**config.mk**
```make
export PLATFORM = sky130hd
export DESIGN_NAME = rail_seq_ctrl
export DESIGN_NICKNAME = d
export VERILOG_FILES = /design/src/rtl/rail_seq_pkg.sv /design/src/rtl/rail_volt_cmp.sv /design/src/rtl/rail_tick_timer.sv /design/src/rtl/rail_seq_ctrl.sv
export SDC_FILE = /design/constraint.sdc
export NUM_CORES = 1
export LEC_CHECK = 0
export BUFFER_PORTS_ARGS = -buffer_cell sky130_fd_sc_hd__buf_2
export CORE_MARGIN = 3
export CORE_UTILIZATION = 55
export CTS_BUF_LIST = sky130_fd_sc_hd__clkbuf_4 sky130_fd_sc_hd__clkbuf_8
export CTS_CLUSTER_DIAMETER = 50
export DETAILED_ROUTE_END_ITERATION = 10
export PLACE_DENSITY = 0.87
export SLEW_MARGIN = 10
export SYNTH_ARGS = -nofsm -noshare
export SYNTH_HDL_FRONTEND = slang
export SYNTH_SLANG_ARGS = --single-unit
```
**constraint.sdc**
```tcl
create_clock -name clk -period 5.3 [get_ports clk]
set_input_delay 1.06 -clock clk [delete_from_list [all_inputs] [get_ports clk]]
set_output_delay 1.06 -clock clk [all_outputs]
set_load 0.02 [all_outputs]
```
**src/rtl/rail_seq_pkg.sv**
```systemverilog
package rail_seq_pkg;

    typedef enum logic [3:0] {
        ST_IDLE      = 4'd1,
        ST_SEQ_ON    = 4'd2,
        ST_START_DLY = 4'd3,
        ST_RAMP_UP   = 4'd4,
        ST_REGUL     = 4'd5,
        ST_SEQ_OFF   = 4'd6,
        ST_STOP_DLY  = 4'd7,
        ST_RAMP_DN   = 4'd8
    } rail_st_e;

    typedef enum logic [1:0] {
        RESP_RESTART  = 2'd0,
        RESP_KILL     = 2'd1,
        RESP_SOFT_OFF = 2'd2,
        RESP_RESEQ    = 2'd3
    } flt_resp_e;

    typedef struct packed {
        logic uv_warn;
        logic uv_flt;
        logic ov_warn;
        logic ov_flt;
        logic pg_on_hit;
        logic pg_off_hit;
    } volt_cmp_t;

endpackage

```
**src/rtl/rail_volt_cmp.sv**
```systemverilog
module rail_volt_cmp
    import rail_seq_pkg::*;
#(
    parameter int SMP_W = 12
) (
    input  logic [SMP_W-1:0] smp_val,
    input  logic [SMP_W-1:0] thr_pg_on,
    input  logic [SMP_W-1:0] thr_pg_off,
    input  logic [SMP_W-1:0] thr_uv_warn,
    input  logic [SMP_W-1:0] thr_uv_flt,
    input  logic [SMP_W-1:0] thr_ov_warn,
    input  logic [SMP_W-1:0] thr_ov_flt,
    output volt_cmp_t        cmp
);

    always_comb begin
        cmp.uv_warn    = smp_val < thr_uv_warn;
        cmp.uv_flt     = smp_val < thr_uv_flt;
        cmp.ov_warn    = smp_val > thr_ov_warn;
        cmp.ov_flt     = smp_val > thr_ov_flt;
        // a zero power-good-on level can never be reached
        cmp.pg_on_hit  = (thr_pg_on != '0) && (smp_val >= thr_pg_on);
        cmp.pg_off_hit = smp_val <= thr_pg_off;
    end

endmodule

```
**src/rtl/rail_tick_timer.sv**
```systemverilog
module rail_tick_timer #(
    parameter int TIME_W = 16
) (
    input  logic              clk,
    input  logic              rst_n,
    input  logic              clr,
    input  logic              tick,
    output logic [TIME_W-1:0] cnt
);

    localparam logic [TIME_W-1:0] CNT_TOP = '1;

    always_ff @(posedge clk or negedge rst_n) begin
        if (!rst_n) begin
            cnt <= '0;
        end else if (clr) begin
            cnt <= '0;
        end else if (tick && (cnt != CNT_TOP)) begin
            cnt <= cnt + 1'b1;
        end
    end

endmodule

```
**src/rtl/rail_seq_ctrl.sv**
```systemverilog
module rail_seq_ctrl
    import rail_seq_pkg::*;
#(
    parameter int SMP_W   = 12,
    parameter int TIME_W  = 16,
    parameter int RETRY_W = 3,
    parameter int N_DEP   = 4
) (
    input  logic               clk,
    input  logic               rst_n,
    input  logic               ms_tick,
    input  logic               on_req,
    input  logic               dep_on_ok,
    input  logic               dep_off_ok,
    input  logic               ext_shut,
    input  logic               reseq_go,
    input  logic               flt_clr,
    input  logic               smp_vld,
    input  logic [SMP_W-1:0]   smp_val,
    input  logic [SMP_W-1:0]   thr_pg_on,
    input  logic [SMP_W-1:0]   thr_pg_off,
    input  logic [SMP_W-1:0]   thr_uv_warn,
    input  logic [SMP_W-1:0]   thr_uv_flt,
    input  logic [SMP_W-1:0]   thr_ov_warn,
    input  logic [SMP_W-1:0]   thr_ov_flt,
    input  logic [TIME_W-1:0]  ton_dly,
    input  logic [TIME_W-1:0]  toff_dly,
    input  logic [TIME_W-1:0]  ton_max,
    input  logic [TIME_W-1:0]  toff_max,
    input  logic [1:0]         flt_resp,
    input  logic [RETRY_W-1:0] retry_lim,
    input  logic [N_DEP-1:0]   shut_mask,
    output logic               rail_en,
    output logic               uv_warn,
    output logic               uv_flt,
    output logic               ov_warn,
    output logic               ov_flt,
    output logic               ton_timeout,
    output logic               toff_timeout,
    output logic               flt_latched,
    output logic [N_DEP-1:0]   shut_out,
    output logic [3:0]         state_code
);

    localparam logic [TIME_W-1:0] UNLIMITED = '0;

    rail_st_e            st, nxt;
    flt_resp_e           resp;
    volt_cmp_t           cmp;
    logic [TIME_W-1:0]   cnt;
    logic                tmr_clr;
    logic                reseq_pend;
    logic                restart_pend;
    logic [RETRY_W-1:0]  retry_used;

    logic                enabled, seq_active;
    logic                on_dly_done, off_dly_done;
    logic                ton_expired, toff_expired;
    logic                ramp_ok, fall_ok;
    logic                reg_flt, ramp_flt, own_flt;
    logic                retry_left;
    rail_st_e            off_dst;

    assign resp = flt_resp_e'(flt_resp);

    rail_volt_cmp #(.SMP_W(SMP_W)) u_cmp (
        .smp_val     (smp_val),
        .thr_pg_on   (thr_pg_on),
        .thr_pg_off  (thr_pg_off),
        .thr_uv_warn (thr_uv_warn),
        .thr_uv_flt  (thr_uv_flt),
        .thr_ov_warn (thr_ov_warn),
        .thr_ov_flt  (thr_ov_flt),
        .cmp         (cmp)
    );

    // one timer serves every state: it restarts on each state change
    assign tmr_clr = (nxt != st);

    rail_tick_timer #(.TIME_W(TIME_W)) u_tmr (
        .clk   (clk),
        .rst_n (rst_n),
        .clr   (tmr_clr),
        .tick  (ms_tick),
        .cnt   (cnt)
    );

    // derived conditions
    always_comb begin
        enabled      = (st == ST_RAMP_UP) || (st == ST_REGUL) ||
                       (st == ST_SEQ_OFF) || (st == ST_STOP_DLY);
        seq_active   = enabled || (st == ST_SEQ_ON) || (st == ST_START_DLY);
        on_dly_done  = cnt >= ton_dly;
        off_dly_done = cnt >= toff_dly;
        ton_expired  = (ton_max != UNLIMITED) && (cnt >= ton_max);
        toff_expired = (toff_max != UNLIMITED) && (cnt >= toff_max);
        ramp_ok      = smp_vld && cmp.pg_on_hit;
        fall_ok      = smp_vld && cmp.pg_off_hit;
        reg_flt      = (st == ST_REGUL) && smp_vld && (cmp.uv_flt || cmp.ov_flt);
        ramp_flt     = (st == ST_RAMP_UP) && on_req && !ramp_ok && ton_expired;
        own_flt      = (reg_flt || ramp_flt) && !ext_shut;
        retry_left   = retry_used < retry_lim;
        off_dst      = (toff_max != UNLIMITED) ? ST_RAMP_DN : ST_IDLE;
    end

    // next-state logic
    always_comb begin
        nxt = st;
        unique case (st)
            ST_IDLE: begin
                if (on_req && !flt_latched && (!reseq_pend || reseq_go))
                    nxt = ST_SEQ_ON;
            end
            ST_SEQ_ON: begin
                if (!on_req)        nxt = ST_IDLE;
                else if (dep_on_ok) nxt = ST_START_DLY;
            end
            ST_START_DLY: begin
                if (!on_req)          nxt = ST_IDLE;
                else if (on_dly_done) nxt = ST_RAMP_UP;
            end
            ST_RAMP_UP: begin
                if (!on_req)      nxt = ST_SEQ_OFF;
                else if (ramp_ok) nxt = ST_REGUL;
            end
            ST_REGUL: begin
                if (!on_req) nxt = ST_SEQ_OFF;
            end
            ST_SEQ_OFF: begin
                if (dep_off_ok) nxt = ST_STOP_DLY;
            end
            ST_STOP_DLY: begin
                if (off_dly_done) begin
                    if (restart_pend && retry_left) nxt = ST_SEQ_ON;
                    else                            nxt = off_dst;
                end
            end
            ST_RAMP_DN: begin
                if (fall_ok || toff_expired) nxt = ST_IDLE;
            end
            default: nxt = ST_IDLE;
        endcase

        if (own_flt) begin
            unique case (resp)
                RESP_RESTART,
                RESP_SOFT_OFF: nxt = ST_STOP_DLY;
                RESP_KILL,
                RESP_RESEQ:    nxt = off_dst;
                default:       nxt = off_dst;
            endcase
        end

        if (ext_shut && seq_active)
            nxt = enabled ? off_dst : ST_IDLE;
    end

    // state register
    always_ff @(posedge clk or negedge rst_n) begin
        if (!rst_n) st <= ST_IDLE;
        else        st <= nxt;
    end

    // registered flags and fault bookkeeping
    always_ff @(posedge clk or negedge rst_n) begin
        if (!rst_n) begin
            uv_warn      <= 1'b0;
            ov_warn      <= 1'b0;
            uv_flt       <= 1'b0;
            ov_flt       <= 1'b0;
            ton_timeout  <= 1'b0;
            toff_timeout <= 1'b0;
            flt_latched  <= 1'b0;
            reseq_pend   <= 1'b0;
            restart_pend <= 1'b0;
            retry_used   <= '0;
            shut_out     <= '0;
        end else begin
            shut_out <= own_flt ? shut_mask : '0;

            if (st == ST_REGUL) begin
                if (smp_vld) begin
                    uv_warn <= cmp.uv_warn;
                    ov_warn <= cmp.ov_warn;
                end
            end else begin
                uv_warn <= 1'b0;
                ov_warn <= 1'b0;
            end

            if (own_flt && reg_flt) begin
                if (cmp.uv_flt) uv_flt <= 1'b1;
                if (cmp.ov_flt) ov_flt <= 1'b1;
            end
            if (own_flt && ramp_flt)
                ton_timeout <= 1'b1;
            if ((st == ST_RAMP_DN) && toff_expired && !fall_ok)
                toff_timeout <= 1'b1;

            if (own_flt) begin
                unique case (resp)
                    RESP_RESTART:  restart_pend <= 1'b1;
                    RESP_KILL,
                    RESP_SOFT_OFF: flt_latched  <= 1'b1;
                    RESP_RESEQ:    reseq_pend   <= 1'b1;
                    default:       flt_latched  <= 1'b1;
                endcase
            end

            if ((st == ST_STOP_DLY) && off_dly_done && restart_pend && !ext_shut) begin
                restart_pend <= 1'b0;
                if (retry_left) retry_used  <= retry_used + 1'b1;
                else            flt_latched <= 1'b1;
            end

            if (ext_shut && seq_active) begin
                reseq_pend   <= 1'b1;
                restart_pend <= 1'b0;
            end

            if ((st == ST_IDLE) && reseq_go)
                reseq_pend <= 1'b0;
            if ((st == ST_IDLE) && (nxt == ST_SEQ_ON))
                retry_used <= '0;

            if (flt_clr) begin
                flt_latched  <= 1'b0;
                uv_flt       <= 1'b0;
                ov_flt       <= 1'b0;
                ton_timeout  <= 1'b0;
                toff_timeout <= 1'b0;
                retry_used   <= '0;
            end
        end
    end

    // outputs decoded from state
    always_comb begin
        rail_en    = enabled;
        state_code = st;
    end

endmodule

```
# After elaboration in Yosys (flattened, before gate mapping)
# Index checks and enable logic that the tools add are counted.
# totals
regBits	36
output_inout_bits	16
word_cells	156
# op_classes
add_sub_neg	2
order_cmp	11
eq_ne	15
n_mux	52
n_reduce_logical	63
# op_table
cell	count
$mux W4	17
$ge A16 B16 Y1	4
$mux W16	2
$pmux W4 S8	1
$reduce_bool A16 Y1	2
$mux W1	27
$logic_and A1 B1 Y1	25
$gt A12 B12 Y1	2
$lt A12 B12 Y1	2
$reduce_bool A3 Y1	6
$add A16 B1 Y16 const B	1
$eq A4 B3 Y1 const B	4
$ne A16 B16 Y1 const B	1
$eq A4 B2 Y1 const B	3
$ge A12 B12 Y1	1
$le A12 B12 Y1	1
$mux W3	4
$reduce_bool A12 Y1	1
$reduce_bool A2 Y1	6
$reduce_and A2 Y1	5
$logic_or A1 B1 Y1	9
$pmux W4 S2	1
$reduce_or A2 Y1	3
$logic_not A1 Y1	5
9 further kinds	10

# Longest topological paths before layout
# Gate-level depths: netlist (run 1).
# depth
word_depth	14
depth_mapped	13
mapped_depth_nobuf	11

# Hierarchy
# Synthesis (run 1) repeated with hierarchy kept, for this count alone.
# unflattened
hier_cells	712
area_unflattened_um2	5627.9
# by_module_without_submodules
module	n_inst	cells_per_inst	area_each_um2
rail_seq_ctrl	1	375	2927.8
rail_volt_cmp	1	239	1757.9
rail_tick_timer	1	98	942.2

# Worst setup path before layout (run 1)
# No wires, ideal clock.
# synth_path
path_kind	in2reg
from	input toff_max[0]
to	register u_tmr.cnt[0]
arrival_time_ns	3.520
required_time_ns	5.220
slack_ns	1.699
cell_stages	11
n_path_buf	1
path_cell_list	ha_1 -> nand2b_4 -> a2111o_1 -> a32oi_1 -> a31oi_1 -> o21bai_4 -> a2111o_1 -> o22a_1 -> mux2_4 -> buf_6 -> nor3_2
# synth_via
elab_chain_len	9
elab_cells_between_ends	16
cone_classes	order compare (1); eq/ne (1); mux (10); reduce/logical (4)
# synth_rtl
item	line	rtl
start, declared	rail_seq_ctrl.sv:29	input logic [TIME_W-1:0] toff_max,
$ge A16 B16 Y1 / $reduce_bool A16 Y1 (equally long branches)	rail_seq_ctrl.sv:96, rail_seq_ctrl.sv:103	
$logic_and A1 B1 Y1 / $mux W4 (equally long branches)	rail_seq_ctrl.sv:96, rail_seq_ctrl.sv:103	
$logic_or A1 B1 Y1 / $mux W4 (equally long branches)	rail_seq_ctrl.sv:139, rail_seq_ctrl.sv:134	
$mux W4, on equally long branches	rail_seq_ctrl.sv:139, rail_seq_ctrl.sv:133	
$pmux W4 S8	rail_seq_ctrl.sv:109	unique case (st)
$mux W4	rail_seq_ctrl.sv:144	if (own_flt) begin
$mux W4 (*)	rail_seq_ctrl.sv:154	if (ext_shut && seq_active)
named net nxt[0]	rail_seq_ctrl.sv:47	rail_st_e st, nxt;
$ne A4 B4 Y1 (*)	rail_seq_ctrl.sv:78	assign tmr_clr = (nxt != st);
$mux W16 / $reduce_bool A2 Y1 (equally long branches)	n/a	
end signal, assigned	rail_tick_timer.sv:19	cnt <= cnt + 1'b1;
end, declared	rail_tick_timer.sv:8	output logic [TIME_W-1:0] cnt
# Mark *: on every way through the listed nets, which the timed path passes. The rest lies on a longest branch.
# A chain may end at the register's enable or synchronous reset.

# Worst setup path in the final report (run 1)
# layout_path
from	input smp_val[0]
to	register u_tmr.cnt[12]
# layout_via
elab_chain_len	12
elab_cells_between_ends	24
cone_classes	order compare (4); eq/ne (1); mux (7); reduce/logical (12)
# layout_rtl
item	line	rtl
start, declared	rail_seq_ctrl.sv:19	input logic [SMP_W-1:0] smp_val,
branches (longest 8 deep; another with $ge A12 B12 Y1)	n/a	
$mux W4 (*)	rail_seq_ctrl.sv:144	
$mux W4 (*)	rail_seq_ctrl.sv:154	
$ne A4 B4 Y1 (*)	rail_seq_ctrl.sv:78	
$mux W16 / $reduce_bool A2 Y1 (equally long branches)	n/a	
# Mark *: on every way between the ends.

==> flow_metrics.tcl, run 1 <==
set metrics [dict create \
    finalNetCount 1191 \
    synth_ff_type "dfrtp_1" \
    initial_core_util_pct 56.8 \
    min_to "ov_flt$_DFFE_PN0P_" \
    vdd_drop_max_mv 0.161 \
    core_sq_mm 0.00977 \
    gp_congestion 0.886 \
    r2r_slack_ps 1560 \
    worst_slew_pin_slew_ps 1060 \
    synthSimpleGateAreaFrac_pct 20.0 \
    dpl.hpwl_um 12500 \
    antenna_cells 0 \
    status "finished clean" \
    holdPathStages 2 \
    worstHoldStart "ov_flt$_DFFE_PN0P_" \
    fp.dieH_um 106 \
    synth_top_family_by_area "adder cells" \
    start_kind "input port" \
    maxCapViolations 0 \
    yosys_warnings 0 \
    drtAntennaViolNets 0 \
    max_freq_ghz 0.234 \
    cp_max_fo 16 \
    final.setup_skew_ps 7.14 \
    min_period_over_period_pct 80.5 \
    drv_slew 0 \
    slowest_stage "a31oi_2" \
    cts_buffer_depth 2 \
    cts.sinks 36 \
    cts_tree "built" \
    final_cells 1017 \
    syn_inst 702 \
    routed_wl_um 14900 \
    route.detailed.wl_per_inst_um 14.7 \
    grt_max_degree 37 \
    hp-class "reg2reg" \
    drive_above_1_share_pct 23.4 \
    dp.cells 1009 \
    setup_viol 0 \
    netlist_area_sq_mm 0.00555 \
    cp_top_family "compound AO/OA/AOI/OAI gates" \
    cp.required_ps 5430 \
    synth.mux.area_fraction_pct 0.992 \
    crit_buf_inv 2 \
    synthesis.nets 1010 \
    cts_resized 0 \
    final.setup.tns_ps 0 \
    power_density_mw_per_mm2 155 \
    clk_latency_ps 290 \
    pin_count 183 \
    async_flop_share_pct 100 \
    drt_iter0_markers 376 \
    synth.avg_cell_area_sq_um 7.90 \
    rows 36 \
    synth_compound_area_share_pct 17.6 \
    end_kind "flip-flop" \
    numCtsBuffers 5 \
    holdBufCountCts 0 \
    root_buffer "clkbuf_8" \
    utilization_pct 68.3 \
    maxSlewHeadroom_pct 29.3 \
    slowest_delay_ps 880 \
    fp.dieW_um 106 \
    synth_seq_cells 36 \
    globalRouteTotalUtil_pct 25.3 \
    cts.clk_slew.worst_paths_ps 70 \
    ys_seq_area_share_pct 16.3 \
    synthXorXnorAreaFrac_pct 2.68 \
    cp_cell_sequence "buf_2 -> inv_1 -> ha_1 -> nand2b_1 -> a2111oi_0 -> o31ai_1 -> a41oi_1 -> o221ai_1 -> nand2_1 -> mux2i_1 -> a31oi_2 -> nor3_1" \
    num_vias 5694 \
    critPathKind "in2reg" \
    grt_pass1_wl_um 23700 \
    final_hold_viol_count 0 \
    p_leak_nw 3.89 \
    vias_per_cell 5.60 \
    fin_crit_ps 4270 \
    dr.pass1.iters 5 \
    crit_arrival_ps 4400 \
    timing.final.ws_setup_ps 1030 \
    synth-edff-count 0 \
    regToRegStartpoint "u_tmr.cnt[5]$_DFFE_PN0P_" \
    synthAdderAreaFrac_pct 31.8 \
    die_area_sq_mm 0.0113 \
    post-place-ws_ps 758 \
    numPortBuffers 182 \
    antenna_found_initial 0 \
    first_global_vias 5284 \
    grt-ovfl-total 0 \
    drc 0 \
    rsz0062_at_grt "no" \
    worstRegToRegCells 10 \
    post_cts_buffers 0 \
    r2r_end "u_tmr.cnt[12]$_DFFE_PN0P_" \
    crit_cells 12 \
    synth.distinct_cells 59 \
    area_growth_pct 20.3 \
    htree_levels 2 \
]
==> area by class of cell <==
type                       count  area (sq um)
tap                          133           166
clock buffer                   6          82.6
timing repair buffer         182           911
sequential                    36           902
clock inverter                 2          10.0
inverter                     146           548
multi-input combinational    512          4060
fill                         811          3100
==> sequential cells by signal, indices dropped and copies added, names as in the netlist <==
name,count
flt_latched,1
ov_flt,1
ov_warn,1
reseq_pend,1
restart_pend,1
retry_used,3
shut_out,4
state_code,4
toff_timeout,1
ton_timeout,1
u_tmr.cnt,16
uv_flt,1
uv_warn,1
==> synthesized netlist by cell type, types with 4 or more instances <==
library cell,number,area (sq um)
nor2b_1,11,68.8
o21a_1,4,30.0
a21o_1,13,97.6
mux2i_1,4,40.0
a211oi_1,8,60.1
o21ai_1,4,20.0
xnor2_1,4,35.0
o211ai_1,8,60.1
xor2_1,13,114
ha_1,141,1760
nand3_1,16,80.1
a31oi_1,5,31.3
nor3_2,10,100
nand4_1,23,144
nor2_1,29,109
nand2b_1,13,81.3
a2111oi_0,7,61.3
a2111o_1,4,45.0
inv_1,146,548
a21oi_1,51,255
nand2_1,40,150
nor4_1,13,81.3
buf_2,4,20.0
dfrtp_1,35,876
nor3_1,23,115
and2_1,6,37.5
o21ai_0,22,110
==> worst max-delay path by stage <==
stage                      from                         to
floorplan           toff_max[0]   u_tmr.cnt[0]$_DFFE_PN0P_
global placement     smp_val[0]  u_tmr.cnt[12]$_DFFE_PN0P_
detailed placement   smp_val[0]  u_tmr.cnt[12]$_DFFE_PN0P_
CTS                  smp_val[0]  u_tmr.cnt[12]$_DFFE_PN0P_
global route         smp_val[0]  u_tmr.cnt[12]$_DFFE_PN0P_
finish               smp_val[0]  u_tmr.cnt[12]$_DFFE_PN0P_
==> metrics by stage <==
stage | power (mW) | cell area [sq um] | hold WS (ps)
finish | 1.03 | 6680 | 527
global route | 1.11 | 6680 | 535
CTS | 1.04 | 6680 | 527
detailed placement | 0.831 | 6580 | 517
global placement | 0.819 | 6580 | 506
floorplan | 0.677 | 5550 | 488
==> logic make-up (layout without fill, tap and decap cells) <==
kind of cell / Yosys count / after routing
flops: 36 / 36
fa+ha+maj: 141 / 141
compound gates: 148 / 148
xor+xnor: 17 / 17
mux: 5 / 5
buf+inv: 154 / 336
simple gates: 201 / 201
==> worst reg2reg max path: stages, from the launching register on <==
cell and delay [ps]:
dfrtp_1 560, ha_1 330, a2111oi_0 410, nor3_1 70
o21ai_0 100, a31oi_1 180, o221ai_1 320, nand2_1 340
mux2i_1 230, a31oi_2 880, nor3_1 160
==> power by group <==
part           switching, mW  internal [mW]  total [mW]  leakage [nW]
clock                 0.0977          0.104       0.201        0.0510
combinational          0.300          0.208       0.508          3.35
sequential            0.0333          0.292       0.325         0.496
total                  0.431          0.603        1.03          3.89
==> cell usage in the layout (no fill, tap or decap), types with 7 or more instances in the layout <==
cell / Yosys / final
buf_2: 4 / 182
inv_1: 146 / 146
ha_1: 141 / 141
a21oi_1: 51 / 51
nand2_1: 40 / 40
dfrtp_1: 35 / 35
nor2_1: 29 / 29
nand4_1: 23 / 23
nor3_1: 23 / 23
o21ai_0: 22 / 22
nand3_1: 16 / 16
nand2b_1: 13 / 13
nor4_1: 13 / 13
a21o_1: 13 / 13
xor2_1: 13 / 13
nor2b_1: 11 / 11
nor3_2: 10 / 10
a211oi_1: 8 / 8
o211ai_1: 8 / 8
a2111oi_0: 7 / 7
==> routing by layer <==
metal  wire, um  GRT usage, %
met1       6460          31.9
met2       6950          44.5
met3       1120          3.64
met4        382          7.76
met5          0             0
(Power assumes the default switching activity.)
==> inputs of run 2 (changes only) <==
--- a/config.mk
+++ b/config.mk
@@ -7,11 +7,11 @@
 export LEC_CHECK = 0
 export BUFFER_PORTS_ARGS = -buffer_cell sky130_fd_sc_hd__buf_2
 export CORE_MARGIN = 3
-export CORE_UTILIZATION = 55
+export CORE_UTILIZATION = 54
 export CTS_BUF_LIST = sky130_fd_sc_hd__clkbuf_4 sky130_fd_sc_hd__clkbuf_8
 export CTS_CLUSTER_DIAMETER = 50
 export DETAILED_ROUTE_END_ITERATION = 10
-export PLACE_DENSITY = 0.87
+export PLACE_DENSITY = 0.86
 export SLEW_MARGIN = 10
 export SYNTH_ARGS = -nofsm -noshare
 export SYNTH_HDL_FRONTEND = slang
==> constraint.sdc (replaced) <==
create_clock -name clk -period 3.97 [get_ports clk]
set_input_delay 0.794 -clock clk [delete_from_list [all_inputs] [get_ports clk]]
set_output_delay 0.794 -clock clk [all_outputs]
set_load 0.02 [all_outputs]
==> run 2 against run 1 <==
Compared with the run above:
- sequential power grew 34%
- sequential cell count is the same
- clock skew shrank 1.9 ps
- worst setup slack lost 480 ps
- global-route usage grew 0.95 points
- core utilization shrank 0.24 points
- die area grew 1.7%
- largest cell class unchanged
- largest power group unchanged
- highest routed layer unchanged
==> flow_metrics.tcl, run 2 (synthesized netlist as in run 1, its figures left out) <==
set metrics [dict create \
    status "finished clean" \
    cts_buffer_depth 2 \
    start_kind "input port" \
    rows 36 \
    maxSlewHeadroom_pct 47.2 \
    min_period_over_period_pct 85.9 \
    fp.dieH_um 107 \
    die_area_sq_mm 0.0115 \
    hp-class "reg2reg" \
    crit_buf_inv 1 \
    final_hold_viol_count 0 \
    worst_slew_pin_slew_ps 786 \
    grt_pass1_wl_um 24900 \
    cts.clk_slew.worst_paths_ps 70 \
    grt_max_degree 37 \
    pin_count 183 \
    finalNetCount 1196 \
    drc 0 \
    post_cts_buffers 0 \
    fin_crit_ps 3410 \
    use_met1_pct 34.1 \
    route.detailed.wl_per_inst_um 14.9 \
    root_buffer "clkbuf_8" \
    clk_latency_ps 280 \
    critPathKind "in2reg" \
    dpl.hpwl_um 13000 \
    p_leak_nw 3.92 \
    htree_levels 2 \
    globalRouteTotalUtil_pct 26.2 \
    antenna_cells 0 \
    drt_iter0_markers 307 \
    cts_tree "built" \
    top_register "u_tmr.cnt" \
    dr.pass1.iters 5 \
    cp_top_family "compound AO/OA/AOI/OAI gates" \
    fp.dieW_um 107 \
    final.setup_skew_ps 5.28 \
    grt-ovfl-total 0 \
    final.setup.tns_ps 0 \
    rsz0062_at_grt "no" \
    num_vias 5671 \
    holdBufCountCts 0 \
    numPortBuffers 182 \
    maxCapViolations 0 \
    initial_core_util_pct 56.2 \
    largest_register_ffs 16 \
    numCtsBuffers 5 \
    drive_above_1_share_pct 23.8 \
    utilization_pct 68.0 \
    first_global_vias 5581 \
    grtUsageMet2_pct 45.8 \
    antenna_found_initial 0 \
    final_cell_mix "buf_2 (182), inv_1 (146), ha_1 (141)" \
    vias_per_cell 5.55 \
    cts_resized 0 \
    crit_arrival_ps 3600 \
    hold_ws_ps 516 \
    fillCellCount 815 \
    end_kind "flip-flop" \
    drtAntennaViolNets 0 \
    gp_congestion 0.896 \
    slowest_stage "a2111oi_0" \
    cts.sinks 36 \
    area_growth_pct 21.0 \
    final_common_cell "buf_2" \
    vdd_drop_max_mv 0.337 \
    power_density_mw_per_mm2 207 \
    crit_path_frequent_cell "a21o_1" \
    grt.busiest_layer "met2" \
    drv_slew 0 \
    setup_viol 0 \
    cp_max_fo 16 \
    use_met3_pct 2.70 \
    cp_cell_sequence "buf_2 -> ha_1 -> a21o_1 -> a21o_1 -> a2111oi_0 -> o211ai_1 -> nor2b_1 -> a31o_1 -> o22a_1 -> mux2_4 -> nor3_1" \
    slowest_delay_ps 490 \
    core_sq_mm 0.00986 \
    cp.required_ps 4160 \
    max_freq_ghz 0.293 \
    routed_wl_um 15200 \
]
-- run 2: changes by cell type in the layout (fill, tap and decap cells not counted) --
cell / before / now
buf_4: 0 / 5
-- run 2: routing by layer --
layer  part of all wire (%)  vias to the layer above
li1                       -                     2853
met1                     44                     2563
met2                     47                      220
met3                    6.6                       35
met4                    2.3                        0
met5                      0                        -
-- run 2: final timing paths --
check / startpoint / to / slack, ps / depth (start not counted)
min in group asynchronous: rst_n / retry_used[0]$_DFFE_PN0P_ / 580 / 1
min: ov_flt$_DFFE_PN0P_ / ov_flt$_DFFE_PN0P_ / 520 / 2
max reg2reg: u_tmr.cnt[0]$_DFFE_PN0P_ / u_tmr.cnt[12]$_DFFE_PN0P_ / 600 / 11
max: smp_val[9] / u_tmr.cnt[12]$_DFFE_PN0P_ / 560 / 11
min reg2reg: ov_flt$_DFFE_PN0P_ / ov_flt$_DFFE_PN0P_ / 520 / 2
max in group asynchronous: rst_n / u_tmr.cnt[7]$_DFFE_PN0P_ / 2900 / 1
-- run 2: worst register-to-register path, cell delays in order (launching register included) --
cell and delay, ps:
dfrtp_1 410, inv_1 240, ha_1 290, nand2b_4 130, a2111o_1 400, a32oi_1 190, a31oi_1 140, o21bai_4 200
a2111o_1 410, o22a_1 230, mux2_4 420, nor3_1 240
-- run 2: report_power, final --
part	internal (mW)	leakage, nW	switching, mW	total [mW]
Combinational	0.289	3.37	0.400	0.689
Clock	0.138	0.0510	0.128	0.267
Sequential	0.389	0.496	0.0446	0.434
-- run 2: layout make-up --
| cell class | count | area (sq um) | share of cell area [%] |
|---|---|---|---|
| well taps | 133 | 166 | 2.48 |
| clock inverters | 2 | 10.0 | 0.149 |
| repair buffers | 187 | 948 | 14.1 |
| flip-flops and latches | 36 | 902 | 13.4 |
| multi-input cells | 512 | 4060 | 60.4 |
| clock buffers | 6 | 82.6 | 1.23 |
| inverters | 146 | 548 | 8.16 |
-- run 2: per-stage QoR --
| stage | worst slack, ps | total power, mW | area (sq um) | cells |
|---|---|---|---|---|
| floorplan | 635 | 0.904 | 5550 | 702 |
| global placement | 418 | 1.10 | 6620 | 1014 |
| detailed placement | 290 | 1.12 | 6620 | 1014 |
| CTS | 577 | 1.39 | 6710 | 1022 |
| global route | 337 | 1.50 | 6710 | 1022 |
| finish | 558 | 1.39 | 6710 | 1022 |
==> inputs of run 3 (changes only) <==
--- a/config.mk
+++ b/config.mk
@@ -7,11 +7,11 @@
 export LEC_CHECK = 0
 export BUFFER_PORTS_ARGS = -buffer_cell sky130_fd_sc_hd__buf_2
 export CORE_MARGIN = 3
-export CORE_UTILIZATION = 54
+export CORE_UTILIZATION = 48
 export CTS_BUF_LIST = sky130_fd_sc_hd__clkbuf_4 sky130_fd_sc_hd__clkbuf_8
 export CTS_CLUSTER_DIAMETER = 50
 export DETAILED_ROUTE_END_ITERATION = 10
-export PLACE_DENSITY = 0.86
+export PLACE_DENSITY = 0.83
 export SLEW_MARGIN = 10
 export SYNTH_ARGS = -nofsm -noshare
 export SYNTH_HDL_FRONTEND = slang
==> constraint.sdc (replaced) <==
create_clock -name clk -period 2.75 [get_ports clk]
set_input_delay 0.55 -clock clk [delete_from_list [all_inputs] [get_ports clk]]
set_output_delay 0.55 -clock clk [all_outputs]
set_load 0.02 [all_outputs]
==> run 3 against run 2 <==
Compared with the run above:
- the flow now finishes with violations (setup timing)
- largest cell class unchanged
- non-clock buffer count rose by 88
- design area rose by 14%
- sequential cell count did not move
- die area rose by 12%
- clock-buffer cell count rose by 2
==> flow_metrics.tcl, run 3 (synthesized netlist as in run 1, its figures left out) <==
set metrics [dict create \
    cts.sinks 36 \
    finalNetCount 1285 \
    crit_cells 11 \
    fp.dieH_um 114 \
    vdd_drop_max_mv 0.435 \
    p_int_mw 1.41 \
    p_leak_nw 4.41 \
    final_cell_mix "buf_2 (182), inv_1 (144), ha_1 (139)" \
    cp_top_family "compound AO/OA/AOI/OAI gates" \
    initial_core_util_pct 50.1 \
    hp-class "in2async" \
    slowest_stage "dfrtp_1" \
    min_period_over_period_pct 114 \
    maxCapViolations 0 \
    fillCellCount 866 \
    routed_wl_um 17400 \
    end_kind "flip-flop" \
    die_area_sq_mm 0.0129 \
    p_switching_mw 0.977 \
    dp.cells 1104 \
    drt_iter0_markers 426 \
    critPathKind "reg2reg" \
    area_growth_pct 37.7 \
    cp-endpoint "u_tmr.cnt[3]$_DFFE_PN0P_" \
    worstRegToRegCells 11 \
    regToRegStartpoint "u_tmr.cnt[0]$_DFFE_PN0P_" \
    numCtsBuffers 5 \
    r2r_slack_ps -400 \
    rows 38 \
    slowest_delay_ps 400 \
    num_vias 6151 \
    globalRouteTotalUtil_pct 26.3 \
    pin_count 183 \
    fp.dieW_um 114 \
    p_seq_share_pct 24.2 \
    maxSlewHeadroom_pct 45.5 \
    numPortBuffers 182 \
    rsz0062_at_grt "yes" \
    p_clk_share_pct 17.2 \
    crit_arrival_ps 3350 \
    ff_latch_area_sq_um 903 \
    final_hold_viol_count 0 \
    cp_max_fo 8 \
    crit_buf_inv 1 \
    r2r_end "u_tmr.cnt[3]$_DFFE_PN0P_" \
    cp.required_ps 2960 \
    grt_max_degree 37 \
    cp_cell_sequence "inv_2 -> ha_4 -> nand2b_4 -> a2111o_1 -> a32oi_2 -> a31oi_2 -> o21bai_4 -> a2111o_1 -> o22a_2 -> mux2_4 -> nor3_2" \
    antenna_cells 0 \
    grt-ovfl-total 0 \
    setup_viol 17 \
    violations "setup timing" \
    final.setup_skew_ps 5.10 \
    p_comb_share_pct 58.6 \
    final_common_cell "buf_2" \
    power_density_mw_per_mm2 313 \
    holdBufCountCts 0 \
    cts.clk_slew.worst_paths_ps 70 \
    timing.final.ws_setup_ps -397 \
    max_freq_ghz 0.318 \
    drive_above_1_share_pct 34.2 \
    crit_path_frequent_cell "a2111o_1" \
    drv_slew 0 \
    startpoint "u_tmr.cnt[0]$_DFFE_PN0P_" \
    first_global_vias 6117 \
    core_sq_mm 0.0111 \
    post-place-ws_ps -629 \
    status "complete, but fails checks" \
    dpl.hpwl_um 14400 \
    multi_input_area_sq_mm 0.00428 \
    largest_register_ffs 16 \
    grt_pass1_wl_um 28000 \
    final_cells 1118 \
    swShare_pct 40.9 \
    root_buffer "clkbuf_8" \
    htree_levels 2 \
    cts_tree "built" \
    top_register "u_tmr.cnt" \
    cts_buffer_depth 2 \
    worst_slew_pin_slew_ps 818 \
    start_kind "flip-flop" \
    dr.pass1.iters 5 \
    drtAntennaViolNets 0 \
    antenna_found_initial 0 \
    route.detailed.wl_per_inst_um 15.6 \
    vias_per_cell 5.50 \
    clk_latency_ps 290 \
    gp_congestion 0.957 \
    fin_crit_ps 3150 \
    drc 0 \
]
==> run 3: cell types whose count changed in the layout (fill, tap and decap cells not counted), moves of 3 or more <==
cell | before | now
buf_4 | 5 | 89
a2111oi_0 | 7 | 0
nor3_1 | 23 | 15
nor3_2 | 10 | 16
buf_6 | 0 | 3
a2111oi_1 | 0 | 5
==> run 3: per-layer routing <==
metal | vias up | wire length [um] | track usage [%]
met1 | 2848 | 7100 | 32.2
met4 | 0 | 412 | 7.69
met2 | 236 | 8750 | 47.7
li1 | 3030 | - | -
met5 | - | 0 | 0
met3 | 37 | 1130 | 3.82
==> run 3: worst min-delay path by stage <==
| stage | from | to | slack (ps) | depth (start not counted) |
|---|---|---|---|---|
| CTS | rst_n | shut_out[0]$_DFF_PN0_ | 370 | 1 |
| global placement | ov_flt$_DFFE_PN0P_ | ov_flt$_DFFE_PN0P_ | 470 | 2 |
| global route | rst_n | retry_used[0]$_DFFE_PN0P_ | 400 | 1 |
| detailed placement | ov_flt$_DFFE_PN0P_ | ov_flt$_DFFE_PN0P_ | 480 | 2 |
| finish | rst_n | shut_out[0]$_DFF_PN0_ | 350 | 1 |
| floorplan | rst_n | flt_latched$_DFF_PN0_ | 250 | 0 |
==> run 3: layout make-up <==
cell class | count | share of cell area (%)
Multi-Input combinational cell | 513 | 56.0
Timing Repair Buffer | 275 | 21.4
Sequential cell | 36 | 11.8
Inverter | 146 | 7.18
Tap cell | 140 | 2.29
Clock buffer | 8 | 1.28
==> run 3: timing repair <==
action                                  4_1_cts  5_1_grt
buffers inserted                              1        4
pin swaps                                     8       13
endpoints found under the setup margin       20       23
gates resized for setup                      15       29
cloned                                        1        0
==> run 3: through the flow <==
step / util [%] / TNS [ps] / cell area (sq um) / total power [mW] / hold WS (ps)
3_3_place_gp: 65.8 / -8820 / 7290 / 1.77 / 471
6_report: 68.9 / -6290 / 7640 / 2.39 / 354
2_1_floorplan: - / -2130 / 5580 / 1.34 / 254
5_1_grt: 68.9 / -8050 / 7640 / 2.57 / 403
3_5_place_dp: 65.8 / -11000 / 7290 / 1.81 / 484
4_1_cts: 67.6 / -4960 / 7480 / 2.32 / 366
==> run 3: worst register-to-register path, stage by stage (launching register included) <==
cell      delay, ps
dfrtp_1         400
inv_2           120
ha_4            210
nand2b_4        120
a2111o_1        380
a32oi_2         270
a31oi_2         160
o21bai_4        200
a2111o_1        380
o22a_2          290
mux2_4          400
nor3_2          130
==> run 3: power groups by stage <==
stage / registers (mW) / logic [mW] / clock network, mW
4_1_cts: 0.580 / 1.32 / 0.416
3_5_place_dp: 0.589 / 1.22 / 0
2_1_floorplan: 0.612 / 0.730 / 0
5_1_grt: 0.584 / 1.54 / 0.447
3_3_place_gp: 0.588 / 1.19 / 0
6_report: 0.580 / 1.40 / 0.411
